$ cat src/rtl/ppt_pkg.sv
package ppt_pkg;

    typedef enum logic [1:0] {
        PH_IDLE  = 2'd0,
        PH_GAP   = 2'd1,
        PH_HOLD  = 2'd2,
        PH_CLOSE = 2'd3
    } phase_e;

    typedef struct packed {
        logic carrier;
        logic step;
        logic done;
    } line_t;

    function automatic int unsigned span_ticks(logic v, int unsigned long_t,
                                               int unsigned short_t);
        return v ? long_t : short_t;
    endfunction

    function automatic int unsigned width_of(int unsigned n);
        return (n > 1) ? $clog2(n) : 1;
    endfunction

endpackage

$ cat src/rtl/ppt_prescaler.sv
module ppt_prescaler #(
    parameter int unsigned DIV = 32
) (
    input  logic clk,
    input  logic rst,
    input  logic sync_clr,
    output logic tick
);
    import ppt_pkg::*;

    localparam int unsigned W = width_of(DIV);
    localparam logic [W-1:0] LAST = W'(DIV - 1);

    logic [W-1:0] div_q;

    assign tick = (div_q == LAST);

    always_ff @(posedge clk) begin
        if (rst || sync_clr) begin
            div_q <= '0;
        end else if (tick) begin
            div_q <= '0;
        end else begin
            div_q <= div_q + 1'b1;
        end
    end

    generate
        if (DIV > 1) begin : g_gap

            tick_gap_chk: assert property (@(posedge clk) disable iff (rst)
                tick |=> !tick);
        end
    endgenerate

endmodule

$ cat src/rtl/ppt_frame_timer.sv
module ppt_frame_timer #(
    parameter int unsigned W = 16
) (
    input  logic         clk,
    input  logic         rst,
    input  logic         clr,
    input  logic         tick,
    output logic [W-1:0] count
);
    localparam logic [W-1:0] TOP = {W{1'b1}};

    logic [W-1:0] cnt_q;

    always_ff @(posedge clk) begin
        if (rst || clr) begin
            cnt_q <= '0;
        end else if (tick && cnt_q != TOP) begin
            cnt_q <= cnt_q + 1'b1;
        end
    end

    assign count = cnt_q;


    timer_sat_chk: assert property (@(posedge clk) disable iff (rst)
        (!clr && cnt_q == TOP) |=> cnt_q == TOP);

endmodule

$ cat src/rtl/ppt_sequencer.sv
module ppt_sequencer #(
    parameter int unsigned DATA_W  = 15,
    parameter int unsigned CNT_W   = 4,
    parameter int unsigned GAP_T   = 30,
    parameter int unsigned LONG_T  = 150,
    parameter int unsigned SHORT_T = 90
) (
    input  logic              clk,
    input  logic              rst,
    input  logic              tick,
    input  logic              start,
    input  logic [DATA_W-1:0] data,
    input  logic [CNT_W-1:0]  nbits,
    input  logic              ks_bit,
    output logic              carrier,
    output logic              ks_step,
    output logic              done,
    output logic              busy,
    output logic              restart
);
    import ppt_pkg::*;

    localparam int unsigned SEG_W = width_of(LONG_T + 1);
    localparam logic [SEG_W-1:0] GAP_LAST   = SEG_W'(GAP_T - 1);
    localparam logic [SEG_W-1:0] LONG_LAST  = SEG_W'(LONG_T - 1);
    localparam logic [SEG_W-1:0] SHORT_LAST = SEG_W'(SHORT_T - 1);

    phase_e            phase_q;
    line_t             line_q;
    logic [SEG_W-1:0]  seg_q;
    logic [DATA_W-1:0] shreg_q;
    logic [CNT_W-1:0]  left_q;
    logic              cur_q;

    logic accept;
    logic gap_end;
    logic bit_end;
    logic frame_end;
    logic [SEG_W-1:0] bit_last;

    assign accept    = (phase_q == PH_IDLE) && start && (nbits != '0);
    assign gap_end   = tick && (seg_q == GAP_LAST);
    assign bit_last  = (span_ticks(cur_q, LONG_T, SHORT_T) == LONG_T) ? LONG_LAST
                                                                      : SHORT_LAST;
    assign bit_end   = (phase_q == PH_HOLD) && tick && (seg_q == bit_last);
    assign frame_end = (phase_q == PH_CLOSE) && gap_end;
    assign restart   = accept || frame_end;

    always_ff @(posedge clk) begin
        if (rst) begin
            phase_q <= PH_IDLE;
            line_q  <= '{carrier: 1'b1, step: 1'b0, done: 1'b0};
            seg_q   <= '0;
            shreg_q <= '0;
            left_q  <= '0;
            cur_q   <= 1'b0;
        end else begin
            line_q.step <= 1'b0;
            line_q.done <= 1'b0;
            unique case (phase_q)
                PH_IDLE: begin
                    if (accept) begin
                        phase_q        <= PH_GAP;
                        line_q.carrier <= 1'b0;
                        seg_q          <= '0;
                        shreg_q        <= data;
                        left_q         <= nbits;
                    end
                end
                PH_GAP: begin
                    if (gap_end) begin
                        phase_q        <= PH_HOLD;
                        line_q.carrier <= 1'b1;
                        line_q.step    <= 1'b1;
                        cur_q          <= shreg_q[0] ^ ks_bit;
                        seg_q          <= seg_q + 1'b1;
                    end else if (tick) begin
                        seg_q <= seg_q + 1'b1;
                    end
                end
                PH_HOLD: begin
                    if (bit_end) begin
                        line_q.carrier <= 1'b0;
                        seg_q          <= '0;
                        shreg_q        <= shreg_q >> 1;
                        left_q         <= left_q - 1'b1;
                        phase_q        <= (left_q == CNT_W'(1)) ? PH_CLOSE : PH_GAP;
                    end else if (tick) begin
                        seg_q <= seg_q + 1'b1;
                    end
                end
                PH_CLOSE: begin
                    if (frame_end) begin
                        phase_q        <= PH_IDLE;
                        line_q.carrier <= 1'b1;
                        line_q.done    <= 1'b1;
                        seg_q          <= '0;
                    end else if (tick) begin
                        seg_q <= seg_q + 1'b1;
                    end
                end
                default: phase_q <= PH_IDLE;
            endcase
        end
    end

    assign carrier = line_q.carrier;
    assign ks_step = line_q.step;
    assign done    = line_q.done;
    assign busy    = (phase_q != PH_IDLE);


    idle_carrier_chk: assert property (@(posedge clk) disable iff (rst)
        !busy |-> carrier);


    carrier_drop_chk: assert property (@(posedge clk) disable iff (rst)
        $fell(carrier) |-> busy);


    step_in_hold_chk: assert property (@(posedge clk) disable iff (rst)
        ks_step |-> (carrier && phase_q == PH_HOLD));


    done_pulse_chk: assert property (@(posedge clk) disable iff (rst)
        done |=> !done);


    done_idle_chk: assert property (@(posedge clk) disable iff (rst)
        done |-> (carrier && !busy));


    busy_hold_chk: assert property (@(posedge clk) disable iff (rst)
        (busy && start && !frame_end) |=> busy);

endmodule

$ cat src/rtl/pulse_pause_tx.sv
module pulse_pause_tx #(
    parameter int unsigned TICK_DIV    = 32,
    parameter int unsigned DATA_W      = 15,
    parameter int unsigned PAUSE_TICKS = 30,
    parameter int unsigned ONE_TICKS   = 150,
    parameter int unsigned ZERO_TICKS  = 90,
    parameter int unsigned TIME_W      = 16,
    parameter int unsigned CNT_W       = $clog2(DATA_W + 1)
) (
    input  logic              clk,
    input  logic              rst,
    input  logic              start_i,
    input  logic [DATA_W-1:0] data_i,
    input  logic [CNT_W-1:0]  nbits_i,
    input  logic              ks_bit_i,
    output logic              carrier_o,
    output logic              ks_step_o,
    output logic              busy_o,
    output logic              done_o,
    output logic [TIME_W-1:0] frame_time_o
);
    logic tick;
    logic restart;

    ppt_prescaler #(.DIV(TICK_DIV)) u_presc (
        .clk      (clk),
        .rst      (rst),
        .sync_clr (restart),
        .tick     (tick)
    );

    ppt_frame_timer #(.W(TIME_W)) u_timer (
        .clk   (clk),
        .rst   (rst),
        .clr   (restart),
        .tick  (tick),
        .count (frame_time_o)
    );

    ppt_sequencer #(
        .DATA_W  (DATA_W),
        .CNT_W   (CNT_W),
        .GAP_T   (PAUSE_TICKS),
        .LONG_T  (ONE_TICKS),
        .SHORT_T (ZERO_TICKS)
    ) u_seq (
        .clk     (clk),
        .rst     (rst),
        .tick    (tick),
        .start   (start_i),
        .data    (data_i),
        .nbits   (nbits_i),
        .ks_bit  (ks_bit_i),
        .carrier (carrier_o),
        .ks_step (ks_step_o),
        .done    (done_o),
        .busy    (busy_o),
        .restart (restart)
    );


    done_time_zero_chk: assert property (@(posedge clk) disable iff (rst)
        done_o |-> (frame_time_o == '0));

endmodule

$ cat config.mk
export PLATFORM = sky130hd
export DESIGN_NAME = pulse_pause_tx
export DESIGN_NICKNAME = d
export VERILOG_FILES = /design/src/rtl/ppt_pkg.sv /design/src/rtl/ppt_prescaler.sv /design/src/rtl/ppt_frame_timer.sv /design/src/rtl/ppt_sequencer.sv /design/src/rtl/pulse_pause_tx.sv
export SDC_FILE = /design/constraint.sdc
export NUM_CORES = 1
export LEC_CHECK = 0
export BUFFER_PORTS_ARGS = -buffer_cell sky130_fd_sc_hd__buf_2
export CAP_MARGIN = 20
export CORE_ASPECT_RATIO = 1.1
export CORE_MARGIN = 2
export CORE_UTILIZATION = 55
export CTS_CLUSTER_SIZE = 12
export DETAILED_ROUTE_END_ITERATION = 7
export PLACE_DENSITY = 0.88
export SLEW_MARGIN = 40
export SYNTH_ARGS = -nofsm -noshare
export SYNTH_HDL_FRONTEND = slang
export SYNTH_HIERARCHICAL = 1
export SYNTH_SLANG_ARGS = --single-unit
export TNS_END_PERCENT = 5
$ cat constraint.sdc
create_clock -name clk -period 3.8 [get_ports clk]
set_input_delay 0.76 -clock clk [delete_from_list [all_inputs] [get_ports clk]]
set_output_delay 0.76 -clock clk [all_outputs]
set_load 0.02 [all_outputs]
Word-level counts from Yosys, hierarchy flattened. Cells that the tools add are included.

Logic and storage cells: 75. Bits in registers: 54. Output and inout port bits: 20. Bits of input ports: 23.

Muxes and demuxes: 26. Equality and inequality tests: 13. $add $sub $neg: 4. Bitwise logic cells: 3. Reduce and logical (&&, ||, !) cells: 19.

Operators by type and width (number): $mux W8 (7); $eq A32 B8 Y1 const B (1); $pmux W8 S4 (1); $mux W15 (2); $pmux W15 S2 (1); $add A16 B1 Y16 const B (1); $ne A16 B16 Y1 const B (1); $mux W2 (6); $add A8 B1 Y8 const B (1); $eq A8 B5 Y1 const B (1); $eq A8 B8 Y1 (1); $mux W4 (2); $ne A2 B1 Y1 const B (4); $pmux W2 S4 (1); $pmux W4 S2 (1); $logic_and A1 B1 Y1 (7); $reduce_or A2 Y1 (3); $add A5 B1 Y5 const B (1); $eq A5 B5 Y1 const B (1); $eq A2 B2 Y1 const B (2); $eq A4 B1 Y1 const B (1); $mux W1 (4); $pmux W1 S4 (1); $reduce_and A4 Y1 (1); other kinds (10) (13).

Depth between registers and ports, before layout. Gate-level depths: netlist of run 1.

Depth after elaboration: 7. Mapped depth: 12. Depth with buffers taken out: 11.

Cells and area by module. The synthesis of run 1 kept the hierarchy.

Modules (own cells, without submodules): ppt_sequencer (cells each 206, seq. area each 660.6 um2, instances 1, area an instance 1828.0 um2); ppt_frame_timer (cells each 95, seq. area each 320.3 um2, instances 1, area an instance 847.1 um2); ppt_prescaler (cells each 18, seq. area each 100.1 um2, instances 1, area an instance 209.0 um2).

Worst setup path after synthesis of run 1. No wires, ideal clock.

Path type: register to register. From: register u_presc.div_q[0]. To: register u_timer.cnt_q[0], in the netlist u_timer/count[0]. Buffers on the path: 3. Period minus slack after synthesis: 2.891 ns. Required time: 3.672 ns. Arrival time: 2.763 ns. Setup slack: 0.909 ns. Stages on the path, launching flop included: 13. Library setup time: 0.128 ns. Path through: dfxtp_1 > ha_1 > and3_2 > ha_1 > clkbuf_1 > and4b_1 > and3_1 > nand2_1 > o21ai_0 > or2_2 > clkbuf_1 > clkbuf_1 > nor2_1.

Longest elaborated chain between the ends: 5. Elaborated cells on any way between the ends: 6. Those cells by class: eq/ne: 1; reduce/logical: 5.

Ends and longest elaborated chain: from (decl) (line ppt_prescaler.sv:14) `logic [W-1:0] div_q;`; from (signal assigned) (line ppt_prescaler.sv:24) `div_q <= div_q + 1'b1;`; $eq A5 B5 Y1 (line ppt_prescaler.sv:16) `assign tick = (div_q == LAST);`; via tick (line pulse_pause_tx.sv:22) `logic tick;`; $logic_and A1 B1 Y1 (line ppt_sequencer.sv:42) `assign gap_end = tick && (seg_q == GAP_LAST);`; $logic_and A1 B1 Y1 (line ppt_sequencer.sv:46) `assign frame_end = (phase_q == PH_CLOSE) && gap_end;`; $logic_or A1 B1 Y1 (line ppt_sequencer.sv:47) `assign restart = accept || frame_end;`; via restart (line pulse_pause_tx.sv:23) `logic restart;`; $logic_or A1 B1 Y1 (line ppt_frame_timer.sv:15) `if (rst || clr) begin`; to (signal assigned) (line ppt_frame_timer.sv:18) `cnt_q <= cnt_q + 1'b1;`; to (decl) (line ppt_frame_timer.sv:12) `logic [W-1:0] cnt_q;`.

The timed path passes the listed nets, and every way through them passes these cells. A chain may end at the register's enable or synchronous reset.

Final worst setup path of run 1.
From: register u_presc.div_q[0]. To: register u_timer.cnt_q[7], in the netlist u_timer/count[7].

The elaborated chain is that of the path after synthesis.

==> metrics.txt, run 1 <==
outcome complete, no violations; area of the multi-input gates roughly 0.0017 mm²; DR vias ~2500; share of the synthesized area in the top cell type 0.3748; Max Root-Sink Buffers 2; row cnt 27; GP Congestion between 0.8 and 0.9; net count after synthesis 349; crit path capture type flop; fraction of layout cells with a size suffix above 1 0.2232; WL final 5951 µm; asr flop ratio synth 0; leakage power total 1.351 nW; Slew Viols, Final 0; postcts setup bufs 0; Critical Path Fanout Max 18; vias in the first global route ~2300; post-layout util 0.6324; crit path launch type flop; Max VDD drop approximately 210 µV; largest net degree at the start of global routing 36; Cell Area, Synth about 0.0029 mm²; P_int roughly 0.00083 W; Syn Area/Cell between 9 and 10 µm²; DP HPWL ~4000 µm; die width about 73 µm; GRT overflow 0; I/O Pins between 40 and 50; max-cap violations 0; largest area contributor in the netlist dfxtp_1; Worst-Skew Late Latency 0.31 ns; sequential area share after synthesis 0.3748; Switching Fraction 0.2483; Synth area leaders dfxtp_1, a211oi_2, mux2i_1; crit path kind flop to flop; final cycle utilization of the critical path 0.7621; M1 GR Usage 0.2624; Global Route Usage Sum 0.2129; Gates resized, CTS repair 0; Core ar. 0.005034 mm²; DRC viols 0; combinational share of power 0.101; most frequent cells in the layout dfxtp_1, buf_2, nor2_1, nand2_1, o21ai_0; Sequential Area roughly 0.0011 mm²; met2 Use GR 0.3541; TritonCTS buffer count 5; pwr/cell area approximately 350 mW/mm²; Yosys cell types 62; DR vias/cell approximately 6.0; Yosys warning count 6; Layout fillers around 430; 1st-pass router iterations 4; Clock transition at path regs approximately 0.10 ns; NetSw 0.0002742 W; Data required, critical path around 4 ns; DP Cell Count ~400; TritonCTS clock tree done; # setup viols final 0; RSZ-0062 raised after global routing false; Nets between 300 and 400; first-pass GRT wire length ~10000 µm; Port Buf Inserts 42; Post-Syn Instances between 300 and 400; Initial DRC Count roughly 180; Synth Register Bits 54; initial antenna violation count 0; final critical-path required period approximately 2.9 ns; GRT Max-Usage Layer met2; Design Area, Final ~0.0032 mm²; Die Area ~0.0058 mm²; clock sinks 54; Synth-to-Final Area Change 10.37%; final antenna-violating net count 0; fraction of power consumed by sequential logic 0.547; die height between 70 and 80 µm; FMAX around 350 MHz; post-DR wirelength/cell about 14 µm; met3 Track Usage GR 0.04293; most common flop cell mapped by yosys dfxtp_1; Slew headroom 0.4825; Initial Utilization 0.5730; worst hold slack between 0.4 and 0.5 ns; Setup TNS Final 0 ns; Worst Tran Pin Value around 0.77 ns; fin cells slightly above 400; Hold Fails Final Rpt 0; WP data arrival roughly 3.1 ns; clock root cell clkbuf_8; most common library cell in the layout ignoring fill and taps dfxtp_1; Worst Skew 0.01160 ns; Post-synth EDFFs 0; Hold Path Class flop to flop; Post-CTS Hold Buffers 0; ant diodes 0; DP Area between 0.003 and 0.004 mm²; Max H-tree Level 2; Clk pwr share 0.352
-- critical path, stage by stage (launching register included) --
cell	delay (ns)
dfxtp_1	0.37
ha_1	0.19
and3_2	0.17
ha_1	0.14
buf_4	0.23
and4b_1	0.28
and3_1	0.26
nand2_1	0.10
o21ai_0	0.30
or2_2	0.42
nor2_1	0.08
a41o_1	0.24
-- final timing paths --
path | startpoint | cells after the start | slack, ns | end
hold / removal | u_presc/div_q[0]$_SDFF_PP0_ | 1 | 0.47 | u_presc/div_q[0]$_SDFF_PP0_
setup / recovery | u_presc/div_q[0]$_SDFF_PP0_ | 11 | 0.90 | u_timer/count[7]$_SDFFE_PP0P_
hold reg to reg | u_presc/div_q[0]$_SDFF_PP0_ | 1 | 0.47 | u_presc/div_q[0]$_SDFF_PP0_
setup reg to reg | u_presc/div_q[0]$_SDFF_PP0_ | 11 | 0.90 | u_timer/count[7]$_SDFFE_PP0P_
-- state kept, by name (all words and copies together), names as in the netlist --
name / cells
u_seq/left_q: 4
u_presc/div_q: 5
u_seq/cur_q: 1
u_timer/count: 16
u_seq/seg_q: 8
u_seq/phase_q: 2
u_seq/shreg_q: 15
u_seq/done: 1
u_seq/carrier: 1
u_seq/ks_step: 1
-- final cells by class --
| cell class | count | area share |
|---|---|---|
| clock buffer | 6 | 0.02280 |
| clock inverter | 2 | 0.01179 |
| inverter | 6 | 0.007075 |
| multi-input combinational | 242 | 0.5252 |
| sequential | 54 | 0.3396 |
| tap | 58 | 0.02280 |
| timing repair buffer | 44 | 0.07075 |
-- cells by family (layout without fill, tap and decap cells) --
logic type | after synthesis | count (layout) | share of synthesized area
DFF | 54 | 54 | 0.3748
xor gates and xnor gates | 6 | 6 | 0.01822
muxes | 17 | 17 | 0.06377
buffers and inverters | 23 | 58 | 0.04598
adders and majority gates | 7 | 7 | 0.03037
and+or+nand+nor | 128 | 128 | 0.2508
AOI/OAI and AO/OA | 84 | 84 | 0.2161
-- power groups by stage --
stage	Clock (W)	Combinational, W	Sequential (W)
floorplan	0	0.0000954	0.000612
global placement	0	0.000107	0.000615
detailed placement	0	0.000111	0.000616
CTS	0.000396	0.000112	0.000604
global route	0.000416	0.000125	0.000607
finish	0.000388	0.000112	0.000604
-- per-layer routing --
metal / up-vias / share of wire
li1: 1255 / -
met1: 1175 / 0.44
met2: 48 / 0.51
met3: 11 / 0.032
met4: 0 / 0.020
met5: - / 0
-- per-stage QoR --
step	worst slack, ns	total power [W]
2_1_floorplan	0.9095	0.0007076
3_3_place_gp	0.9596	0.0007222
3_5_place_dp	0.8775	0.0007270
4_1_cts	0.9121	0.001112
5_1_grt	0.6920	0.001147
6_report	0.9040	0.001104
-- cell usage after synthesis, types with 5 or more instances --
cell type,n
nand2_1,28
a31oi_1,9
clkbuf_1,11
a211oi_1,6
or3_1,5
dfxtp_1,54
ha_1,7
mux2i_1,15
a21oi_1,18
nor3_1,6
nand4_1,7
inv_1,6
nand2b_1,5
nor2_1,32
and2_1,5
a211oi_2,13
nand3_1,7
o21ai_0,19
Note: power is estimated with default switching activity, not from simulation.
==> run 2: changes to the inputs <==
==> constraint.sdc (replaced) <==
create_clock -name clk -period 2.8 [get_ports clk]
set_input_delay 0.56 -clock clk [delete_from_list [all_inputs] [get_ports clk]]
set_output_delay 0.56 -clock clk [all_outputs]
set_load 0.02 [all_outputs]
==> run 2 against run 1 <==
  * Flip-flop and latch count did not move
  * Clock skew barely moved
  * Utilization rose by 0.82 points
  * Critical path type unchanged
  * Largest cell class unchanged
==> metrics.txt, run 2 (synthesis gave the netlist of run 1 again) <==
die height 79.95 µm (unchanged); final cycle utilization of the critical path 0.9339 (was 0.7621); Die Area 0.005840 mm² (unchanged); leakage power total 1.379 nW (was 1.351 nW); row cnt 27 (unchanged); fraction of layout cells with a size suffix above 1 0.2368 (was 0.2232); DR vias 2563 (was 2489); Setup crit start u_presc/div_q[0]$_SDFF_PP0_ (unchanged); vias in the first global route 2345 (was 2279); DR vias/cell 6.146 (was 6.041); Initial DRC Count 324 (was 178); TritonCTS clock tree done (unchanged); largest net degree at the start of global routing 28 (was 36); TritonCTS buffer count 5 (unchanged); Hold Fails Final Rpt 0 (unchanged); most common library cell in the layout ignoring fill and taps dfxtp_1 (unchanged); WL final 6243 µm (was 5951 µm); DP HPWL 4565 µm (was 4088 µm); Data required, critical path 3.01 ns (was 4.01 ns); RR Startpoint u_presc/div_q[0]$_SDFF_PP0_ (unchanged); crit path capture type flop (unchanged); Worst Skew 0.01149 ns (was 0.01160 ns); Global Route Usage Sum 0.2241 (was 0.2129); Max VDD drop 347.7 µV (was 214.7 µV); Critical Path Fanout Max 15 (was 18); GP Congestion 0.9241 (was 0.8210); number of flip-flops in the largest register 16 (unchanged); hold depth 1 (unchanged); 1st-pass router iterations 4 (unchanged); Hold Startpoint u_presc/div_q[0]$_SDFF_PP0_ (unchanged); GRT overflow 0 (unchanged); # setup viols final 0 (unchanged); WP data arrival 2.83 ns (was 3.10 ns); Setup TNS Final 0 ns (unchanged); first-pass GRT wire length 10290 µm (was 9977 µm); Nets 388 (was 383); pwr/cell area 447.5 mW/mm² (was 346.9 mW/mm²); r2r worst-path depth 10 (was 11); crit path kind flop to flop (unchanged); crit path launch type flop (unchanged); Port Buf Inserts 42 (unchanged); Place WS 0.2359 ns (was 0.8775 ns); Slew Viols, Final 0 (unchanged); r2r setup slk 0.19 ns (was 0.90 ns); I/O Pins 43 (unchanged); clock root cell clkbuf_8 (unchanged); most frequent cells in the layout dfxtp_1, buf_2, nor2_1, nand2_1, o21ai_0 (unchanged); Slew headroom 0.5649 (was 0.4825); DRC viols 0 (unchanged); initial antenna violation count 0 (unchanged); FMAX 382.4 MHz (was 345.3 MHz); die width 73.05 µm (unchanged); outcome complete, no violations (unchanged); post-layout util 0.6406 (was 0.6324); Max Root-Sink Buffers 2 (unchanged); Worst Tran Pin Value 0.6473 ns (was 0.7662 ns); Max H-tree Level 2 (unchanged); RSZ-0062 raised after global routing false (unchanged); final critical-path required period 2.615 ns (was 2.896 ns); ant diodes 0 (unchanged); Synth-to-Final Area Change 11.80% (was 10.37%); final antenna-violating net count 0 (unchanged); post-DR wirelength/cell 14.97 µm (was 14.44 µm); setup ws final 0.1851 ns (was 0.9040 ns); Gates resized, CTS repair 0 (unchanged); max-cap violations 0 (unchanged); postcts setup bufs 0 (unchanged); Post-CTS Hold Buffers 0 (unchanged); Core ar. 0.005034 mm² (unchanged); Clock transition at path regs 0.09 ns (was 0.10 ns); Worst-Skew Late Latency 0.31 ns (about the same); Hold Path Class flop to flop (unchanged); RR Endpoint u_timer/count[5]$_SDFFE_PP0P_ (was u_timer/count[7]$_SDFFE_PP0P_); Initial Utilization 0.5730 (unchanged); Hold Path End u_presc/div_q[0]$_SDFF_PP0_ (unchanged); clock sinks 54 (unchanged)
==> run 2: changes by cell type in the layout (fill, tap and decap cells not counted), sizes merged <==
cell,delta
buf,+5
bufinv,-1
clkinv,+2
clkinvlp,-1
==> run 2: cell type report <==
type | count | area [µm²]
fillers | 397 | 1809
multi-input cells | 242 | 1673
flip-flops and latches | 54 | 1081
repair buffers | 49 | 275.3
clock buffers | 6 | 82.58
well taps | 58 | 72.57
inverters | 6 | 22.52
clock inverters | 2 | 17.52
==> run 2: metrics by stage <==
step           cell area (µm²)  std cells  hold slack [ns]   power, W
2_1_floorplan             2888        319           0.4270  0.0009606
3_3_place_gp              3124        409           0.4465  0.0009884
3_5_place_dp              3124        409           0.4791  0.0009980
4_1_cts                   3224        417           0.4934   0.001460
5_1_grt                   3224        417           0.5039   0.001509
6_report                  3224        417           0.4900   0.001443
==> run 2: per-layer routing <==
layer	routed length (µm)	GRT usage
met2	3247	0.3802
met5	0	0
met1	2585	0.2620
met4	146	0.1185
met3	264	0.04419
==> run 2: worst max path at each step <==
stage	end	cells after the start
after floorplan	u_timer/count[10]$_SDFFE_PP0P_	12
after global placement	u_timer/count[10]$_SDFFE_PP0P_	10
after detailed placement	u_timer/count[7]$_SDFFE_PP0P_	10
after CTS	u_timer/count[5]$_SDFFE_PP0P_	10
after global routing	u_timer/count[5]$_SDFFE_PP0P_	10
final	u_timer/count[5]$_SDFFE_PP0P_	10
==> run 2: power by group <==
group	total, W	switching, W	internal (W)	leakage (nW)
clock network	0.000461	0.000257	0.000204	0.0514
logic	0.000162	0.0000935	0.0000682	0.888
registers	0.000820	0.0000222	0.000798	0.440
total	0.00144	0.000373	0.00107	1.38
==> run 2: critical path, stage by stage, from the launching register on <==
cell	delay (ns)
dfxtp_1	0.38
ha_1	0.23
and3_2	0.20
ha_2	0.17
and4b_1	0.25
and3_1	0.23
nand2_1	0.08
o21ai_0	0.27
or2_2	0.40
nor2_1	0.07
a41o_1	0.23
